File: src/rtl/brk_match_unit.sv
module brk_match_unit #(
  parameter int ADDR_W    = 32,
  parameter int LVL_W     = 4,
  parameter int BRK_LEVEL = 15
) (
  input  logic              clk,
  input  logic              rst_n,
  input  logic              reg_we,
  input  logic [1:0]        reg_sel,
  input  logic [ADDR_W-1:0] reg_wdata,
  input  logic              bus_valid,
  input  logic [ADDR_W-1:0] bus_addr,
  input  logic              bus_master,
  input  logic              bus_data,
  input  logic              bus_write,
  input  logic [LVL_W-1:0]  cpu_imask,
  input  logic              brk_ack,
  output logic              brk_req
);
  localparam logic [LVL_W-1:0] PRIO = LVL_W'(BRK_LEVEL);

  logic [ADDR_W-1:0] cmp_addr, cmp_mask;
  logic [5:0]        qual;
  logic              pend_q;

  function automatic logic grp_ok(input logic [1:0] sel, input logic opt);
    return (sel == 2'b11) || (sel == 2'b01 && !opt) || (sel == 2'b10 && opt);
  endfunction

  always_ff @(posedge clk) begin
    if (!rst_n) begin
      cmp_addr <= '0;
      cmp_mask <= '0;
      qual     <= '0;
    end else if (reg_we) begin
      case (reg_sel)
        2'd0:    cmp_addr <= reg_wdata;
        2'd1:    cmp_mask <= reg_wdata;
        2'd2:    qual     <= reg_wdata[5:0];
        default: ;
      endcase
    end
  end

  wire addr_hit = ((bus_addr ^ cmp_addr) & ~cmp_mask) == '0;
  wire type_hit = grp_ok(qual[1:0], bus_master) &&
                  grp_ok(qual[3:2], bus_data) &&
                  grp_ok(qual[5:4], bus_write);
  wire hit      = bus_valid && addr_hit && type_hit;
  wire accept   = cpu_imask < PRIO;

  always_ff @(posedge clk) begin
    if (!rst_n)                  pend_q <= 1'b0;
    else if (hit)                pend_q <= 1'b1;
    else if (brk_ack && brk_req) pend_q <= 1'b0;
  end

  assign brk_req = pend_q && accept;
endmodule

File: config.mk
export PLATFORM = sky130hd
export DESIGN_NAME = brk_match_unit
export DESIGN_NICKNAME = d
export VERILOG_FILES = /design/src/rtl/brk_match_unit.sv
export SDC_FILE = /design/constraint.sdc
export NUM_CORES = 1
export LEC_CHECK = 0
export BUFFER_PORTS_ARGS = -buffer_cell sky130_fd_sc_hd__buf_2
export CAP_MARGIN = 0
export CORE_AREA = 2 2 87 89
export CTS_BUF_LIST = sky130_fd_sc_hd__clkbuf_4
export DETAILED_ROUTE_END_ITERATION = 10
export DIE_AREA = 0 0 89 91
export HOLD_SLACK_MARGIN = 0.1
export PLACE_DENSITY_LB_ADDON = 0.3
export SYNTH_ARGS = -nofsm -noshare
export SYNTH_HDL_FRONTEND = slang
export SYNTH_SLANG_ARGS = --single-unit
File: constraint.sdc
create_clock -name clk -period 2.5 [get_ports clk]
set_clock_uncertainty 0.2 [all_clocks]
set_input_delay 0.125 -clock clk [delete_from_list [all_inputs] [get_ports clk]]
set_output_delay 0.125 -clock clk [all_outputs]
set_load 0.1 [all_outputs]
==> impl_metrics.yaml, run 1 <==
outcome:
  status: "completed"
global_route:
  grt_pass1_vias: 2766
  gr-total-overflow: 0
  grt_max_degree: 72
  antenna_found_initial: 0
  grt_pass1_wl_um: 12600
  grt_use_total_pct: 20.1
final_layout:
  syn_to_final_growth_pct: 29.5
  fillers: 712
  antenna_cells: 0
  multiInputGateArea_um2: 1590
  ff_latch_area_um2: 1420
  finish.instance_area_um2: 4050
  nNetsFinal: 553
  drive_gt1_share_pct: 20.3
synthesis:
  synthesis.nets: 445
  syn_area_per_cell_um2: 8.52
  synth_cells: 367
  synth_cell_types: 21
  syn-cell-area_um2: 3130
  synth_seq_cells: 71
  async_flop_share_pct: 0
  ys.flop_type: "dfxtp_1"
  ys_seq_area_share_pct: 45.4
  synth_fa_ha_area_share_pct: 0
  synth_top_family_by_area: "simple AND/OR/NAND/NOR gates"
  synth_mux_area_share_pct: 2.88
  synth-simple-area-share_pct: 20.2
  synth_compound_area_share_pct: 18.7
  synth_xor_area_share_pct: 8.96
  yosys_warnings: 0
  synth_edf_count: 0
placed_design:
  dp_slack_ns: 0.997
  place.gp.congestion: 0.764
  place_area_um2: 3570
  hpwl_um: 5040
  io_buffer_count: 78
route:
  drtPass1Iterations: 4
  via_per_inst: 4.83
  via_count: 2794
  drt-initial-drc-count: 134
  wl_per_cell_um: 13.5
  route.final.wire_length_um: 7830
  ant_nets: 0
  drc: 0
setup_path:
  cp.required_ns: 2.66
  worstPathArrival_ns: 2.22
  start_kind: "register"
  path_class: "reg2reg"
  path_max_fanout: 2
  end_kind: "register"
sta:
  final_hold_viol_count: 0
  setup_viol_count_final: 0
  min_period_ns: 2.07
  tightest_slew_ns: 0.591
  finalSetupTns_ns: 0
  relSlewSlack_pct: 60.6
  fin_crit_sh_pct: 82.6
  rsz0062_at_grt: "no"
  slew_violations: 0
  fin_ws_ns: 0.434
  fmax_ghz: 0.484
floorplan:
  ios: 79
  initial_core_util_pct: 43.8
  core_um2: 7140
  fp.dieW_um: 89
  core.rowCount: 31
  die_h_um: 91
  die_area_um2: 8100
power_and_ir_drop:
  ir_drop_mv: 0.239
  power.density_nw_per_um2: 539
  p_total_mw: 2.18
  leakage_nw: 1.56
clock_network:
  cts_htree_levels: 3
  cts-root-buf: "clkbuf_4"
  cts_tree: "yes"
  clockBufferDepth: 2
  cts_inserted_buffers: 9
  cts.sinks: 71
  worstSkewPairLatency_ns: 0.42
  clk_pin_slew_ns: 0.12
job:
  maxCapViolCount: 0
hold_path:
  hp-class: "in2reg"
[per-stage QoR]
stage                     instances  utilization (%)  hold slack (ns)
final                           578             56.8            0.145
after global routing            578             56.8            0.141
after CTS                       578             56.8            0.140
after detailed placement        527             50.0            0.183
after global placement          527             50.0            0.175
after floorplan                 367                -           0.0598
[worst max-delay path: stages (launching register included)]
cell and delay [ns]:
dfxtp_1 0.33, xnor2_1 0.18, o22ai_1 0.13, nor4_1 0.36, nand4_1 0.12, o21ai_0 0.15, dlygate4sd3_1 0.55
[flip-flops by register name, summed over array words and instances (netlist names)]
register / count
cmp_addr: 32
qual: 6
pend_q: 1
cmp_mask: 32
[layer usage]
| metal | GRT usage [%] | wire (µm) |
|---|---|---|
| met2 | 32.6 | 3650 |
| met3 | 4.18 | 320 |
| met4 | 7.34 | 156 |
| met5 | 0 | 0 |
| met1 | 26.2 | 3700 |
[worst paths after layout]
path | startpoint | to | slack, ns | cells past startpoint
setup / recovery | cmp_addr[26]$_SDFFE_PN0P_ | pend_q$_SDFFE_PN0P_ | 0.43 | 6
hold / removal | reg_sel[0] | cmp_addr[11]$_SDFFE_PN0P_ | 0.14 | 5
setup reg to reg | cmp_addr[26]$_SDFFE_PN0P_ | pend_q$_SDFFE_PN0P_ | 0.43 | 6
hold reg to reg | cmp_mask[19]$_SDFFE_PN0P_ | cmp_mask[19]$_SDFFE_PN0P_ | 0.26 | 2
[cell families after synthesis]
logic type,count (synthesis)
AND/OR/NAND/NOR,152
buffers and inverters,22
flip-flops,71
AO/OA/AOI/OAI,81
XOR/XNOR,32
multiplexers,9
[synthesized netlist by cell type, types with 3 or more instances]
cell        n  area share, %
buf_2      12            1.9
nor4_1      4           0.80
nor2b_1     6            1.2
a21boi_1   46             11
o22ai_1    16            3.2
clkbuf_1    7           0.84
nand2_1   131             16
buf_6       3            1.1
a21boi_0   18            4.3
xnor2_1    32            9.0
mux2i_1     9            2.9
dfxtp_1    71             45
[where the power goes]
group	internal, mW	total [mW]	switching [mW]
Clock	0.303	0.694	0.391
Combinational	0.166	0.302	0.136
Sequential	1.17	1.19	0.0208
[final cells by class]
| class | count | share of cell area [%] |
|---|---|---|
| repair buffers | 119 | 19.5 |
| clock buffers | 10 | 1.85 |
| clock inverters | 5 | 1.24 |
| multi-input cells | 274 | 39.3 |
| flip-flops and latches | 71 | 35.1 |
| well taps | 99 | 3.06 |
[timing repair]
item / in CTS / in global routing
endpoints found under the hold margin: 71 / 0
gates resized for setup: 0 / 0
setup buffers: 0 / 0
hold buffers: 36 / 0
[cell usage in the layout (no fill, tap or decap), types with 2 or more instances in the layout]
master         instances
nand2_1              131
nor2b_1                6
buf_2                 78
nand3b_1               2
clkinv_1               2
dfxtp_1               71
nor2_1                 2
buf_4                  5
nor4_1                 4
xnor2_1               32
mux2i_1                9
a21boi_1              46
nand4_1                2
dlygate4sd3_1         36
o22ai_1               16
clkbuf_4              10
a21boi_0              18
Note: power is estimated with default switching activity, not from simulation.
==> inputs of run 2 (changes only) <==
Settings changed: ABC_AREA from default to 1, CORE_AREA 2 2 87 89 to 2 2 88 90, DIE_AREA 0 0 89 91 to 0 0 90 92.
Clock period 2.5 ns to 1.75 ns, I/O delays scaled along.
==> impl_metrics.yaml, run 2 <==
clock_network:
  clk_pin_slew_ns: 0.11
  worstSkewPairLatency_ns: 0.39
  ctsHoldBuffers: 87
  postCtsSetupRepairBufs: 0
  cts_inserted_buffers: 9
  cts_htree_levels: 3
  clockBufferDepth: 2
  cts_tree: "yes"
  cts-root-buf: "clkbuf_4"
  cts.sinks: 71
sta:
  slew_violations: 0
  min_period_ns: 1.66
  tightest_slew_ns: 0.801
  fin_crit_sh_pct: 95.0
  rsz0062_at_grt: "no"
  final_hold_viol_count: 0
  whs_ns: 0.0253
  relSlewSlack_pct: 46.5
  fmax_ghz: 0.601
  finalSetupTns_ns: 0
  setup_viol_count_final: 0
hold_path:
  hp-class: "in2reg"
route:
  ant_nets: 0
  drt-initial-drc-count: 206
  drc: 0
  drtPass1Iterations: 4
  via_per_inst: 4.68
  via_count: 3509
  wl_per_cell_um: 11.8
  route.final.wire_length_um: 8850
synthesis:
  synth_top_area_cell: "dfxtp_1"
  synth_top_area_share_pct: 44.1
  synthTopCellsByArea: "dfxtp_1, o21ai_0, nand2_1"
  syn-cell-area_um2: 3220
  ys_top_cells_by_count: "nand2_1, inv_1, dfxtp_1, o21ai_0, nor2_1"
  synth_most_common_cell: "nand2_1"
  synth_seq_cells: 71
  synth_cells: 480
  syn_area_per_cell_um2: 6.71
  synth_edf_count: 0
  synthesis.nets: 558
  async_flop_share_pct: 0
  ys_seq_area_share_pct: 44.1
  ys.flop_type: "dfxtp_1"
  synth_cell_types: 18
  yosys_warnings: 0
global_route:
  antenna_found_initial: 0
  grt_pass1_vias: 3442
  grt_pass1_wl_um: 14800
  grt_max_degree: 72
  grt_use_total_pct: 21.6
  gr-total-overflow: 0
final_layout:
  postLayoutCoreUtil_pct: 63.1
  instances_no_fill: 750
  nNetsFinal: 721
  layout_common_cells: "dlygate4sd3_1, nand2_1, inv_1"
  final_common_cell: "dlygate4sd3_1"
  fillers: 681
  antenna_cells: 0
  largestRegisters: "cmp_addr x32, cmp_mask x32, qual x6"
  finish.instance_area_um2: 4700
  syn_to_final_growth_pct: 46.0
  drive_gt1_share_pct: 16.7
floorplan:
  core.rowCount: 32
  die_area_um2: 8280
  core_um2: 7450
  ios: 79
  die_h_um: 92
  fp.dieW_um: 90
  initial_core_util_pct: 43.2
setup_path:
  crit_chain: "buf_2 > dlygate4sd3_1 > nand3_2 > dlygate4sd3_1 > a21oi_1"
  worstPathArrival_ns: 1.78
  max_stage_delay_ns: 0.65
  cp_common_cell: "dlygate4sd3_1"
  slowest_stage: "dlygate4sd3_1"
  path_max_fanout: 8
  end_kind: "register"
  cp.required_ns: 1.87
  start_kind: "input port"
  path_class: "in2reg"
placed_design:
  io_buffer_count: 78
  hpwl_um: 5030
  place.gp.congestion: 0.826
  dp_cells: 646
  place_area_um2: 3700
outcome:
  status: "completed"
job:
  maxCapViolCount: 0
power_and_ir_drop:
  power.density_nw_per_um2: 675
  ir_drop_mv: 0.403
  leakage_nw: 2.22
==> run 2: changes by cell type after synthesis, sizes merged, moves of 48 or more <==
cell	change
a21boi	-64
nand2	-48
inv	+85
a21oi	+54
nor2	+58
o21ai	+70
==> run 2: final cells by class <==
| type | count | area (µm²) | area share [%] |
|---|---|---|---|
| Clock inverter | 6 | 27.5 | 0.585 |
| Inverter | 85 | 319 | 6.79 |
| Multi-Input combinational cell | 305 | 1400 | 29.7 |
| Sequential cell | 71 | 1420 | 30.2 |
| Timing Repair Buffer | 171 | 1340 | 28.4 |
| Clock buffer | 10 | 75.1 | 1.60 |
| Tap cell | 102 | 128 | 2.71 |
==> run 2: per-layer routing <==
| metal | GRT usage [%] | wire length (µm) | up-vias |
|---|---|---|---|
| met3 | 3.20 | 346 | 8 |
| li1 | - | - | 1836 |
| met2 | 38.0 | 4310 | 102 |
| met5 | 0 | 0 | - |
| met1 | 26.7 | 4100 | 1563 |
| met4 | 8.59 | 92 | 0 |
==> run 2: logic make-up after synthesis <==
family / share of synthesized area [%]
simple gates: 23.5
buf+inv: 12.7
compound gates: 19.7
flops: 44.1
==> run 2: stage by stage <==
| step | setup WS (ns) | total power, mW |
|---|---|---|
| after floorplan | 0.426 | 2.02 |
| after global placement | 0.282 | 2.19 |
| after detailed placement | 0.228 | 2.20 |
| after CTS | 0.0443 | 3.18 |
| after global routing | 0.0253 | 3.36 |
| final | 0.0873 | 3.17 |
==> run 2: path summary, 6_finish.rpt <==
kind                                   from                       end  slack (ns)  cells after the start
hold / removal                   reg_sel[0]      qual[1]$_SDFFE_PN0P_        0.03                      5
hold reg to reg    cmp_mask[2]$_SDFFE_PN0P_  cmp_mask[2]$_SDFFE_PN0P_        0.26                      2
setup reg to reg  cmp_addr[18]$_SDFFE_PN0P_       pend_q$_SDFFE_PN0P_        0.30                      8
setup / recovery                 reg_sel[1]      qual[0]$_SDFFE_PN0P_        0.09                      5
==> run 2: critical path: cells and delay by family <==
family                 cells  cell delay (ns)
AO/OA/AOI/OAI              1             0.15
buffers and inverters      3             1.38
AND/OR/NAND/NOR            1             0.16
==> run 2: power breakdown <==
part | internal, mW | switching, mW | total, mW
logic | 0.313 | 0.288 | 0.601
clock network | 0.290 | 0.548 | 0.838
registers | 1.70 | 0.0340 | 1.73
==> run 2: timing repair <==
item | CTS | global route
endpoints found under the setup margin | 0 | 8
endpoints found under the hold margin | 71 | 3
gates resized for setup | 0 | 1
==> inputs of run 3 (changes only) <==
Settings changed: CTS_BUF_LIST sky130_fd_sc_hd__clkbuf_4 to sky130_fd_sc_hd__clkbuf_4 sky130_fd_sc_hd__clkbuf_8.
==> impl_metrics.yaml, run 3 (synthesis results as in run 2) <==
placed_design:
  dp_slack_ns: 0.228
  dp_cells: 646
  place.gp.congestion: 0.826
  hpwl_um: 5030
  io_buffer_count: 78
sta:
  min_period_ns: 1.65
  finalSetupTns_ns: 0
  final_hold_viol_count: 0
  tightest_slew_ns: 0.484
  fin_ws_ns: 0.0993
  fmax_ghz: 0.606
  relSlewSlack_pct: 67.8
  slew_violations: 0
  setup_viol_count_final: 0
  rsz0062_at_grt: "no"
  fin_crit_sh_pct: 94.3
power_and_ir_drop:
  ir_drop_mv: 0.500
  p_clk_share_pct: 34.3
  comb_power_share_pct: 15.6
  netSwitchingFraction_pct: 25.7
  leakage_nw: 2.10
  power.density_nw_per_um2: 779
  p_sw_uw: 888
  power.internal_mw: 2.56
  power_frac_seq_pct: 50.2
final_layout:
  largestRegisters: "cmp_addr x32, cmp_mask x32, qual x6"
  drive_gt1_share_pct: 18.0
  instances_no_fill: 714
  multiInputGateArea_um2: 1390
  antenna_cells: 0
  fillers: 729
  nNetsFinal: 685
  layout_common_cells: "nand2_1, inv_1, buf_2"
  ff_latch_area_um2: 1420
  syn_to_final_growth_pct: 37.6
  final_common_cell: "nand2_1"
  postLayoutCoreUtil_pct: 59.5
route:
  via_per_inst: 4.64
  wl_per_cell_um: 11.4
  via_count: 3316
  drc: 0
  ant_nets: 0
  drt-initial-drc-count: 169
  route.final.wire_length_um: 8170
  drtPass1Iterations: 4
clock_network:
  cts_htree_levels: 3
  clk_pin_slew_ns: 0.07
  cts_inserted_buffers: 9
  cts-root-buf: "clkbuf_8"
  clockBufferDepth: 2
  cts.sinks: 71
  cts_tree: "yes"
  postCtsSetupRepairBufs: 0
  worstSkewPairLatency_ns: 0.33
floorplan:
  fp.dieW_um: 90
  die_area_um2: 8280
  die_h_um: 92
  ios: 79
  initial_core_util_pct: 43.2
  core.rowCount: 32
  core_um2: 7450
global_route:
  grt_pass1_wl_um: 13400
  grt_pass1_vias: 3118
  grt_max_degree: 72
  grt_use_total_pct: 19.8
  gr-total-overflow: 0
  antenna_found_initial: 0
setup_path:
  crit_chain: "dlygate4sd3_1 > clkbuf_4 > buf_12 > o21ai_0 > nor2_1 > dlygate4sd3_1"
  start_kind: "input port"
  cp_top_family: "buffers and inverters"
  worstPathArrival_ns: 1.67
  slowest_stage: "dlygate4sd3_1"
  cp.required_ns: 1.77
  path_max_fanout: 18
  path_class: "in2reg"
  max_stage_delay_ns: 0.55
  cp_common_cell: "dlygate4sd3_1"
  end_kind: "register"
  crit_buf_inv: 4
outcome:
  status: "completed"
job:
  maxCapViolCount: 0
hold_path:
  hp-class: "in2reg"
[run 3: cell count changes in the layout (fill, tap and decap cells not counted), sizes merged]
cell         change
clkbuf           +4
buf              -1
dlygate4sd3     -37
clkinv           -2
[run 3: final timing paths]
kind | start | endpoint | slack [ns] | cells past startpoint
worst max register to register | cmp_addr[18]$_SDFFE_PN0P_ | pend_q$_SDFFE_PN0P_ | 0.32 | 8
worst min register to register | qual[0]$_SDFFE_PN0P_ | qual[0]$_SDFFE_PN0P_ | 0.25 | 2
worst max-delay path | rst_n | cmp_mask[18]$_SDFFE_PN0P_ | 0.1 | 6
worst min-delay path | bus_addr[9] | pend_q$_SDFFE_PN0P_ | 0.11 | 8
[run 3: area by class of cell]
type / count / share of cell area [%]
clock buffers: 12 / 3.58
clock inverters: 4 / 0.452
inverters: 85 / 7.25
multi-input cells: 305 / 31.4
flip-flops and latches: 71 / 32.1
well taps: 102 / 2.88
repair buffers: 135 / 22.4
[run 3: worst register-to-register path, stage by stage (launching register included)]
cell and delay [ns]:
dfxtp_1 0.32, or2_2 0.29, nand2_1 0.07, nand2_1 0.06, nor2_1 0.10, nand2_1 0.06
nor2_1 0.08, nand3_1 0.07, a21oi_1 0.11
[run 3: what timing repair did]
action / in CTS / in global routing
endpoints found under the setup margin: 0 / 7
hold buffers: 50 / 0
endpoints found under the hold margin: 71 / 0
gates resized for setup: 0 / 3
[run 3: per-layer routing]
layer | up-vias | track usage [%] | routed length, µm
met3 | 8 | 3.45 | 323
met1 | 1470 | 24.7 | 3790
li1 | 1765 | - | -
met5 | - | 0 | 0
met4 | 0 | 8.21 | 97
met2 | 73 | 33.7 | 3960
[run 3: power by group through the flow]
stage                     Sequential (mW)  Combinational, mW  Clock, mW
after floorplan                      1.76              0.263          0
after global placement               1.77              0.420          0
after detailed placement             1.77              0.429          0
after CTS                            1.73              0.516       1.21
after global routing                 1.74              0.617       1.29
final                                1.73              0.537       1.18
[run 3: stage by stage]
| stage | power [mW] | hold WS (ns) | area, µm² |
|---|---|---|---|
| floorplan | 2.02 | 0.0224 | 3220 |
| global placement | 2.19 | 0.129 | 3700 |
| detailed placement | 2.20 | 0.132 | 3700 |
| CTS | 3.46 | 0.103 | 4380 |
| global route | 3.64 | 0.161 | 4430 |
| finish | 3.45 | 0.110 | 4430 |
